### config.mk
export PLATFORM = sky130hd
export DESIGN_NAME = adc_exec_unit
export DESIGN_NICKNAME = d
export VERILOG_FILES = /design/src/rtl/adc_pkg.sv /design/src/rtl/adc_decode.sv /design/src/rtl/adc_alu.sv /design/src/rtl/adc_regfile.sv /design/src/rtl/adc_exec_unit.sv
export SDC_FILE = /design/constraint.sdc
export NUM_CORES = 1
export LEC_CHECK = 0
export ABC_AREA = 1
export BUFFER_PORTS_ARGS = -buffer_cell sky130_fd_sc_hd__buf_2
export CAP_MARGIN = 25
export CORE_MARGIN = 4
export CORE_UTILIZATION = 38
export DETAILED_ROUTE_END_ITERATION = 8
export PLACE_DENSITY = 0.63
export RECOVER_POWER = 25
export SYNTH_ARGS = -nofsm -noshare
export SYNTH_HDL_FRONTEND = slang
export SYNTH_HIERARCHICAL = 1
export SYNTH_SLANG_ARGS = --single-unit
### constraint.sdc
create_clock -name clk -period 2.6 [get_ports clk]
set_clock_uncertainty 0.15 [all_clocks]
set_input_delay 0.65 -clock clk [delete_from_list [all_inputs] [get_ports clk]]
set_output_delay 0.65 -clock clk [all_outputs]
set_load 0.01 [all_outputs]
### src/rtl/adc_pkg.sv
package adc_pkg;
  localparam int FLAG_Z = 7;
  localparam int FLAG_N = 6;
  localparam int FLAG_H = 5;
  localparam int FLAG_C = 4;

  typedef enum logic [1:0] {OPK_REG, OPK_IMM, OPK_BAD} op_kind_e;
  typedef enum logic {ST_IDLE, ST_IMM} exec_state_e;

  typedef struct packed {
    logic [7:0] sum;
    logic       z;
    logic       h;
    logic       c;
  } alu_res_t;

  function automatic alu_res_t adc8(input logic [7:0] a, input logic [7:0] b,
                                    input logic cin);
    alu_res_t   r;
    logic [4:0] lo;
    logic [8:0] full;
    lo    = {1'b0, a[3:0]} + {1'b0, b[3:0]} + {4'b0, cin};
    full  = {1'b0, a} + {1'b0, b} + {8'b0, cin};
    r.sum = full[7:0];
    r.h   = lo[4];
    r.c   = full[8];
    r.z   = (full[7:0] == 8'h00);
    return r;
  endfunction
endpackage

### src/rtl/adc_decode.sv
module adc_decode
  import adc_pkg::*;
(
  input  logic [7:0] op,
  output op_kind_e   kind,
  output logic [2:0] src
);
  always_comb begin
    src  = op[2:0];
    kind = OPK_BAD;
    if (op[7:3] == 5'b10001 && op[2:0] != 3'b110) kind = OPK_REG;
    else if (op == 8'hCE)                          kind = OPK_IMM;
  end
endmodule

### src/rtl/adc_alu.sv
module adc_alu
  import adc_pkg::*;
(
  input  logic [7:0] a,
  input  logic [7:0] b,
  input  logic       cin,
  output logic [7:0] res,
  output logic [7:0] flags
);
  alu_res_t r;
  always_comb begin
    r     = adc8(a, b, cin);
    res   = r.sum;
    flags = '0;
    flags[FLAG_Z] = r.z;
    flags[FLAG_N] = 1'b0;
    flags[FLAG_H] = r.h;
    flags[FLAG_C] = r.c;
  end
endmodule

### src/rtl/adc_regfile.sv
module adc_regfile #(
  parameter int ADDR_W  = 16,
  parameter int NUM_GPR = 6
) (
  input  logic                   clk,
  input  logic                   rst_n,
  input  logic                   ld_fire,
  input  logic [3:0]             ld_sel,
  input  logic [ADDR_W-1:0]      ld_data,
  input  logic                   wr_en,
  input  logic [7:0]             wr_a,
  input  logic [7:0]             wr_f,
  input  logic                   pc_inc,
  input  logic [2:0]             src_sel,
  output logic [7:0]             a_q,
  output logic [7:0]             f_q,
  output logic [ADDR_W-1:0]      pc_q,
  output logic [8*NUM_GPR-1:0]   gpr_flat,
  output logic [7:0]             src_val
);
  localparam logic [3:0] SEL_A  = 4'd0;
  localparam logic [3:0] SEL_F  = 4'd7;
  localparam logic [3:0] SEL_PC = 4'd8;

  logic [7:0] gpr_q [NUM_GPR];

  always_ff @(posedge clk or negedge rst_n) begin
    if (!rst_n) begin
      a_q  <= '0;
      f_q  <= '0;
      pc_q <= '0;
      for (int i = 0; i < NUM_GPR; i++) gpr_q[i] <= '0;
    end else begin
      if (ld_fire && ld_sel == SEL_A) a_q <= ld_data[7:0];
      else if (wr_en)                 a_q <= wr_a;
      if (ld_fire && ld_sel == SEL_F) f_q <= {ld_data[7:4], 4'b0000};
      else if (wr_en)                 f_q <= {wr_f[7:4], 4'b0000};
      if (ld_fire && ld_sel == SEL_PC) pc_q <= ld_data;
      else if (pc_inc)                 pc_q <= pc_q + ADDR_W'(1);
      for (int i = 0; i < NUM_GPR; i++)
        if (ld_fire && ld_sel == 4'(i + 1)) gpr_q[i] <= ld_data[7:0];
    end
  end

  for (genvar g = 0; g < NUM_GPR; g++) begin : g_flat
    assign gpr_flat[8*g +: 8] = gpr_q[g];
  end

  always_comb begin
    src_val = '0;
    if (src_sel == 3'd7)                  src_val = a_q;
    else if (int'(src_sel) < NUM_GPR)     src_val = gpr_q[src_sel];
  end

  assert_pc_step_R8: assert property (@(posedge clk) disable iff (!rst_n)
    (pc_inc && !ld_fire) |=> pc_q == $past(pc_q) + ADDR_W'(1));
endmodule

### src/rtl/adc_exec_unit.sv
module adc_exec_unit
  import adc_pkg::*;
#(
  parameter int ADDR_W  = 16,
  parameter int NUM_GPR = 6
) (
  input  logic                 clk,
  input  logic                 rst_n,
  input  logic                 op_valid,
  input  logic [7:0]           op_byte,
  output logic                 op_ready,
  output logic                 mem_req,
  output logic [ADDR_W-1:0]    mem_addr,
  input  logic [7:0]           mem_rdata,
  input  logic                 ld_en,
  input  logic [3:0]           ld_sel,
  input  logic [ADDR_W-1:0]    ld_data,
  output logic [7:0]           reg_a,
  output logic [7:0]           reg_f,
  output logic [ADDR_W-1:0]    reg_pc,
  output logic [8*NUM_GPR-1:0] gpr_flat,
  output logic                 done,
  output logic [1:0]           cycles,
  output logic                 illegal
);
  exec_state_e state_q;
  op_kind_e    kind;
  logic [2:0]  src;
  logic [7:0]  src_val, operand, alu_res, alu_flags;
  logic        idle, accept, exec_reg, exec_imm, start_imm, ld_fire, wr_en;

  adc_decode u_dec (.op(op_byte), .kind(kind), .src(src));

  assign idle      = (state_q == ST_IDLE);
  assign op_ready  = idle && !ld_en;
  assign accept    = op_valid && op_ready;
  assign exec_reg  = accept && kind == OPK_REG;
  assign start_imm = accept && kind == OPK_IMM;
  assign illegal   = accept && kind == OPK_BAD;
  assign exec_imm  = !idle;
  assign ld_fire   = ld_en && idle;
  assign wr_en     = exec_reg || exec_imm;
  assign operand   = exec_imm ? mem_rdata : src_val;

  adc_alu u_alu (.a(reg_a), .b(operand), .cin(reg_f[FLAG_C]),
                 .res(alu_res), .flags(alu_flags));

  adc_regfile #(.ADDR_W(ADDR_W), .NUM_GPR(NUM_GPR)) u_rf (
    .clk(clk), .rst_n(rst_n), .ld_fire(ld_fire), .ld_sel(ld_sel),
    .ld_data(ld_data), .wr_en(wr_en), .wr_a(alu_res), .wr_f(alu_flags),
    .pc_inc(exec_imm), .src_sel(src), .a_q(reg_a), .f_q(reg_f),
    .pc_q(reg_pc), .gpr_flat(gpr_flat), .src_val(src_val));

  always_ff @(posedge clk or negedge rst_n) begin
    if (!rst_n)         state_q <= ST_IDLE;
    else if (start_imm) state_q <= ST_IMM;
    else if (exec_imm)  state_q <= ST_IDLE;
  end

  assign done     = wr_en;
  assign cycles   = exec_imm ? 2'd2 : (exec_reg ? 2'd1 : 2'd0);
  assign mem_req  = exec_imm;
  assign mem_addr = reg_pc;

  assert_one_event_R10: assert property (@(posedge clk) disable iff (!rst_n)
    $onehot0({done, illegal, start_imm}));
  assert_bad_op_stable_R10: assert property (@(posedge clk) disable iff (!rst_n)
    illegal |=> ($stable(reg_a) && $stable(reg_f) && $stable(reg_pc) && $stable(gpr_flat)));
  assert_sub_clear_R2: assert property (@(posedge clk) disable iff (!rst_n)
    done |=> !reg_f[FLAG_N]);
  assert_zero_flag_R3: assert property (@(posedge clk) disable iff (!rst_n)
    done |=> reg_f[FLAG_Z] == (reg_a == 8'h00));
  assert_carry_flag_R4: assert property (@(posedge clk) disable iff (!rst_n)
    done |=> reg_f[FLAG_C] == (({1'b0, $past(reg_a)} + {1'b0, $past(operand)}
                               + 9'($past(reg_f[FLAG_C]))) > 9'd255));
  assert_imm_two_R7: assert property (@(posedge clk) disable iff (!rst_n)
    start_imm |=> (done && cycles == 2'd2 && mem_req && !op_ready));
  assert_reg_one_R6: assert property (@(posedge clk) disable iff (!rst_n)
    exec_reg |-> (done && cycles == 2'd1 && !mem_req));
  assert_busy_block_R12: assert property (@(posedge clk) disable iff (!rst_n)
    ld_en |-> !op_ready);
endmodule

==> parameters.txt <==
Parameter                              Value

Global routing
  All-layer global routing usage    21.4%
  Vias in the first global route    4548
  Global-route wire length before repair    24500 um
  Maximum number of pins on one net before global-route repair    42
  Initial antenna violation count    1
  Congestion Overflow GR    0

Power and ir drop
  Power density relative to cell area    768 nW/um2
  Leakage power summed over all cells    3.33 nW
  Final total power    4.91 mW
  VDD IR-drop max    0.000433 V

Critical path
  Setup slack on the worst flop-to-flop path    -0.06 ns
  Critical path startpoint category    primary input
  Data required time of the critical path    2.70 ns
  Type of element capturing the critical path    flop
  Crit-path max FO    6
  Classification of the worst setup path    in2reg
  Reg2reg start    u_rf/gpr_flat[8]$_DFFE_PN0P_
  CP startpoint    op_byte[0]
  Arr. time, crit path    2.86 ns

Clocking
  Total clock buffers created by CTS    9
  Clk buf depth    2
  Worst-Skew Late Latency    0.34 ns
  H-Tree Depth    3
  Clock transition at the registers of the reported paths    0.07 ns
  CTS tree    done
  CTS Hold Buffers Added    0
  Clock net sink count    77
  CTS Root Cell    sky130_fd_sc_hd__clkbuf_16

Placement
  GP Congestion    0.905
  Total placed cells including tap cells    959
  Detailed placer's ending HPWL    11700 um
  IO Port Bufs    137

Timing
  Transition time at the pin with the least slew margin    1.04 ns
  Setup slack of the critical path after layout    -0.161 ns
  Achievable clock frequency    0.362 GHz
  Final setup fails    5
  Final worst path period share    106%
  Max-slew violation count    0
  Minimum period implied by the final worst setup slack    2.76 ns
  Max-Slew Margin vs Limit    30.8%
  Total Neg Setup Slack    -0.273 ns
  Setup repair after global routing missed its margin    true
  Hold Vio Cnt, Final    0

Run
  Max-cap violations    0

Floorplan
  Number of I/O pins    142
  Overall die width    120 um
  Placeable core area    12200 um2
  Row count    40
  Starting density of the core    39.3%
  Vertical extent of the die    120 um
  Die Area    14500 um2

Final layout
  Utilization of the core after routing    52.4%
  Relative area change from synthesis to final layout    33.3%
  NumNets Final    854
  Fraction of layout cells with a size suffix above 1    34.0%
  Fin cells    978
  Total of fill cells in the finished design    1203
  Storage cell area    1930 um2
  Area taken by multi-input logic gates    2590 um2

Detailed routing
  Number of search-and-repair iterations in the first detailed-routing pass    5
  Detailed Route Iter0 Violations    453
  WL/cell    16.1 um
  DR DRC count    0
  Detailed-route via count    4970
  Final wirelength    15800 um
  Antenna violation net count after detailed routing    0
  Mean number of vias per cell    5.08

Status
  Result of the run    finished with violations
  Violated checks    setup timing

Synth
  Post-synthesis instance total    656
  Syn Area/Cell    7.32 um2
  Netlist area before placement    4800 um2
  Warnings from Yosys    6

Min path
  Classification of the worst-slack hold path    in2async
==> repair_timing <==
action | in CTS | in global routing
setup endpoints to repair | 9 | 10
pin swaps | 7 | 30
resized for setup | 18 | 65
buffers inserted | 1 | 2
hold endpoints to repair | 0 | 0
==> area by class of cell <==
| type | instances | area share [%] |
|---|---|---|
| clock inverter | 7 | 1.64 |
| clock buffer | 9 | 3.52 |
| inverter | 67 | 4.40 |
| timing repair buffer | 178 | 16.6 |
| sequential | 77 | 30.1 |
| multi-input combinational | 471 | 40.4 |
| antenna | 1 | 0.0391 |
| tap | 168 | 3.28 |
==> layer usage <==
layer / track usage (%) / share of wire (%) / routed length (um) / vias to the layer above
met5: 0 / 0 / 0 / -
met4: 7.37 / 2.1 / 338 / 0
met1: 30.8 / 45 / 7100 / 2312
met2: 32.1 / 45 / 7140 / 229
met3: 4.16 / 7.5 / 1190 / 21
li1: - / - / - / 2408
==> cells in the final DEF, fill, tap and decap left out, types with 5 or more instances in the layout <==
cell type / n
sky130_fd_sc_hd__buf_2: 133
sky130_fd_sc_hd__buf_4: 34
sky130_fd_sc_hd__buf_6: 5
sky130_fd_sc_hd__clkbuf_16: 9
sky130_fd_sc_hd__conb_1: 5
sky130_fd_sc_hd__dfrtp_1: 77
sky130_fd_sc_hd__ha_4: 5
sky130_fd_sc_hd__inv_1: 59
sky130_fd_sc_hd__nand2_1: 178
sky130_fd_sc_hd__nand2_2: 21
sky130_fd_sc_hd__nand3_1: 55
sky130_fd_sc_hd__nand3_2: 13
sky130_fd_sc_hd__nand4_1: 5
sky130_fd_sc_hd__nor2_1: 38
sky130_fd_sc_hd__nor2_2: 9
sky130_fd_sc_hd__o211ai_1: 15
sky130_fd_sc_hd__o21a_1: 8
sky130_fd_sc_hd__o21ai_0: 65
sky130_fd_sc_hd__o21ai_1: 8
sky130_fd_sc_hd__o21ai_2: 5
sky130_fd_sc_hd__o22ai_1: 5
==> power by group <==
| part | total (mW) | leakage (nW) | switching (mW) | internal (mW) |
|---|---|---|---|---|
| Sequential | 1.75 | 0.968 | 0.302 | 1.45 |
| Clock | 1.42 | 0.159 | 0.561 | 0.859 |
| Combinational | 1.74 | 2.21 | 0.962 | 0.778 |
| Total | 4.91 | 3.33 | 1.83 | 3.09 |
==> metrics by stage <==
| step | setup slack [ns] | instance area, um2 | hold slack (ns) |
|---|---|---|---|
| after floorplan | -0.500 | 4920 | 0.204 |
| after global placement | -0.575 | 5760 | 0.346 |
| after CTS | -0.149 | 6180 | 0.164 |
| final | -0.161 | 6400 | 0.331 |
| after global routing | -0.307 | 6400 | 0.391 |
| after detailed placement | -0.606 | 5760 | 0.347 |
==> final timing paths <==
path,end,cells past startpoint
max,u_rf/f_q[7]$_DFFE_PN0P_,20
max in group asynchronous,u_rf/gpr_flat[42]$_DFFE_PN0P_,2
min in group clk,u_rf/gpr_flat[31]$_DFFE_PN0P_,2
max reg2reg,u_rf/f_q[7]$_DFFE_PN0P_,19
min,u_rf/gpr_flat[28]$_DFFE_PN0P_,1
min reg2reg,u_rf/gpr_flat[31]$_DFFE_PN0P_,2
==> worst max-delay path: stages <==
cell and delay, ns:
sky130_fd_sc_hd__buf_12 0.10, sky130_fd_sc_hd__clkinv_8 0.07, sky130_fd_sc_hd__nor3_4 0.20, sky130_fd_sc_hd__nand2_1 0.07, sky130_fd_sc_hd__nand3_1 0.09, sky130_fd_sc_hd__nand2_1 0.07, sky130_fd_sc_hd__nand2_2 0.06, sky130_fd_sc_hd__inv_2 0.04
sky130_fd_sc_hd__fa_2 0.33, sky130_fd_sc_hd__inv_2 0.07, sky130_fd_sc_hd__fa_2 0.43, sky130_fd_sc_hd__inv_1 0.06, sky130_fd_sc_hd__nand2_1 0.04, sky130_fd_sc_hd__nor2_1 0.10, sky130_fd_sc_hd__nand3_2 0.07, sky130_fd_sc_hd__nor2_2 0.07
sky130_fd_sc_hd__nand2_1 0.06, sky130_fd_sc_hd__nor2_2 0.07, sky130_fd_sc_hd__nand3_1 0.08, sky130_fd_sc_hd__o211ai_1 0.12
==> flip-flops by register name, summed over array words and instances (netlist names) <==
name and count:
u_rf/gpr_flat 48, mem_req 1, u_rf/f_q 4, u_rf/a_q 8, u_rf/pc_q 16
Power figures use the tool's default switching activity.
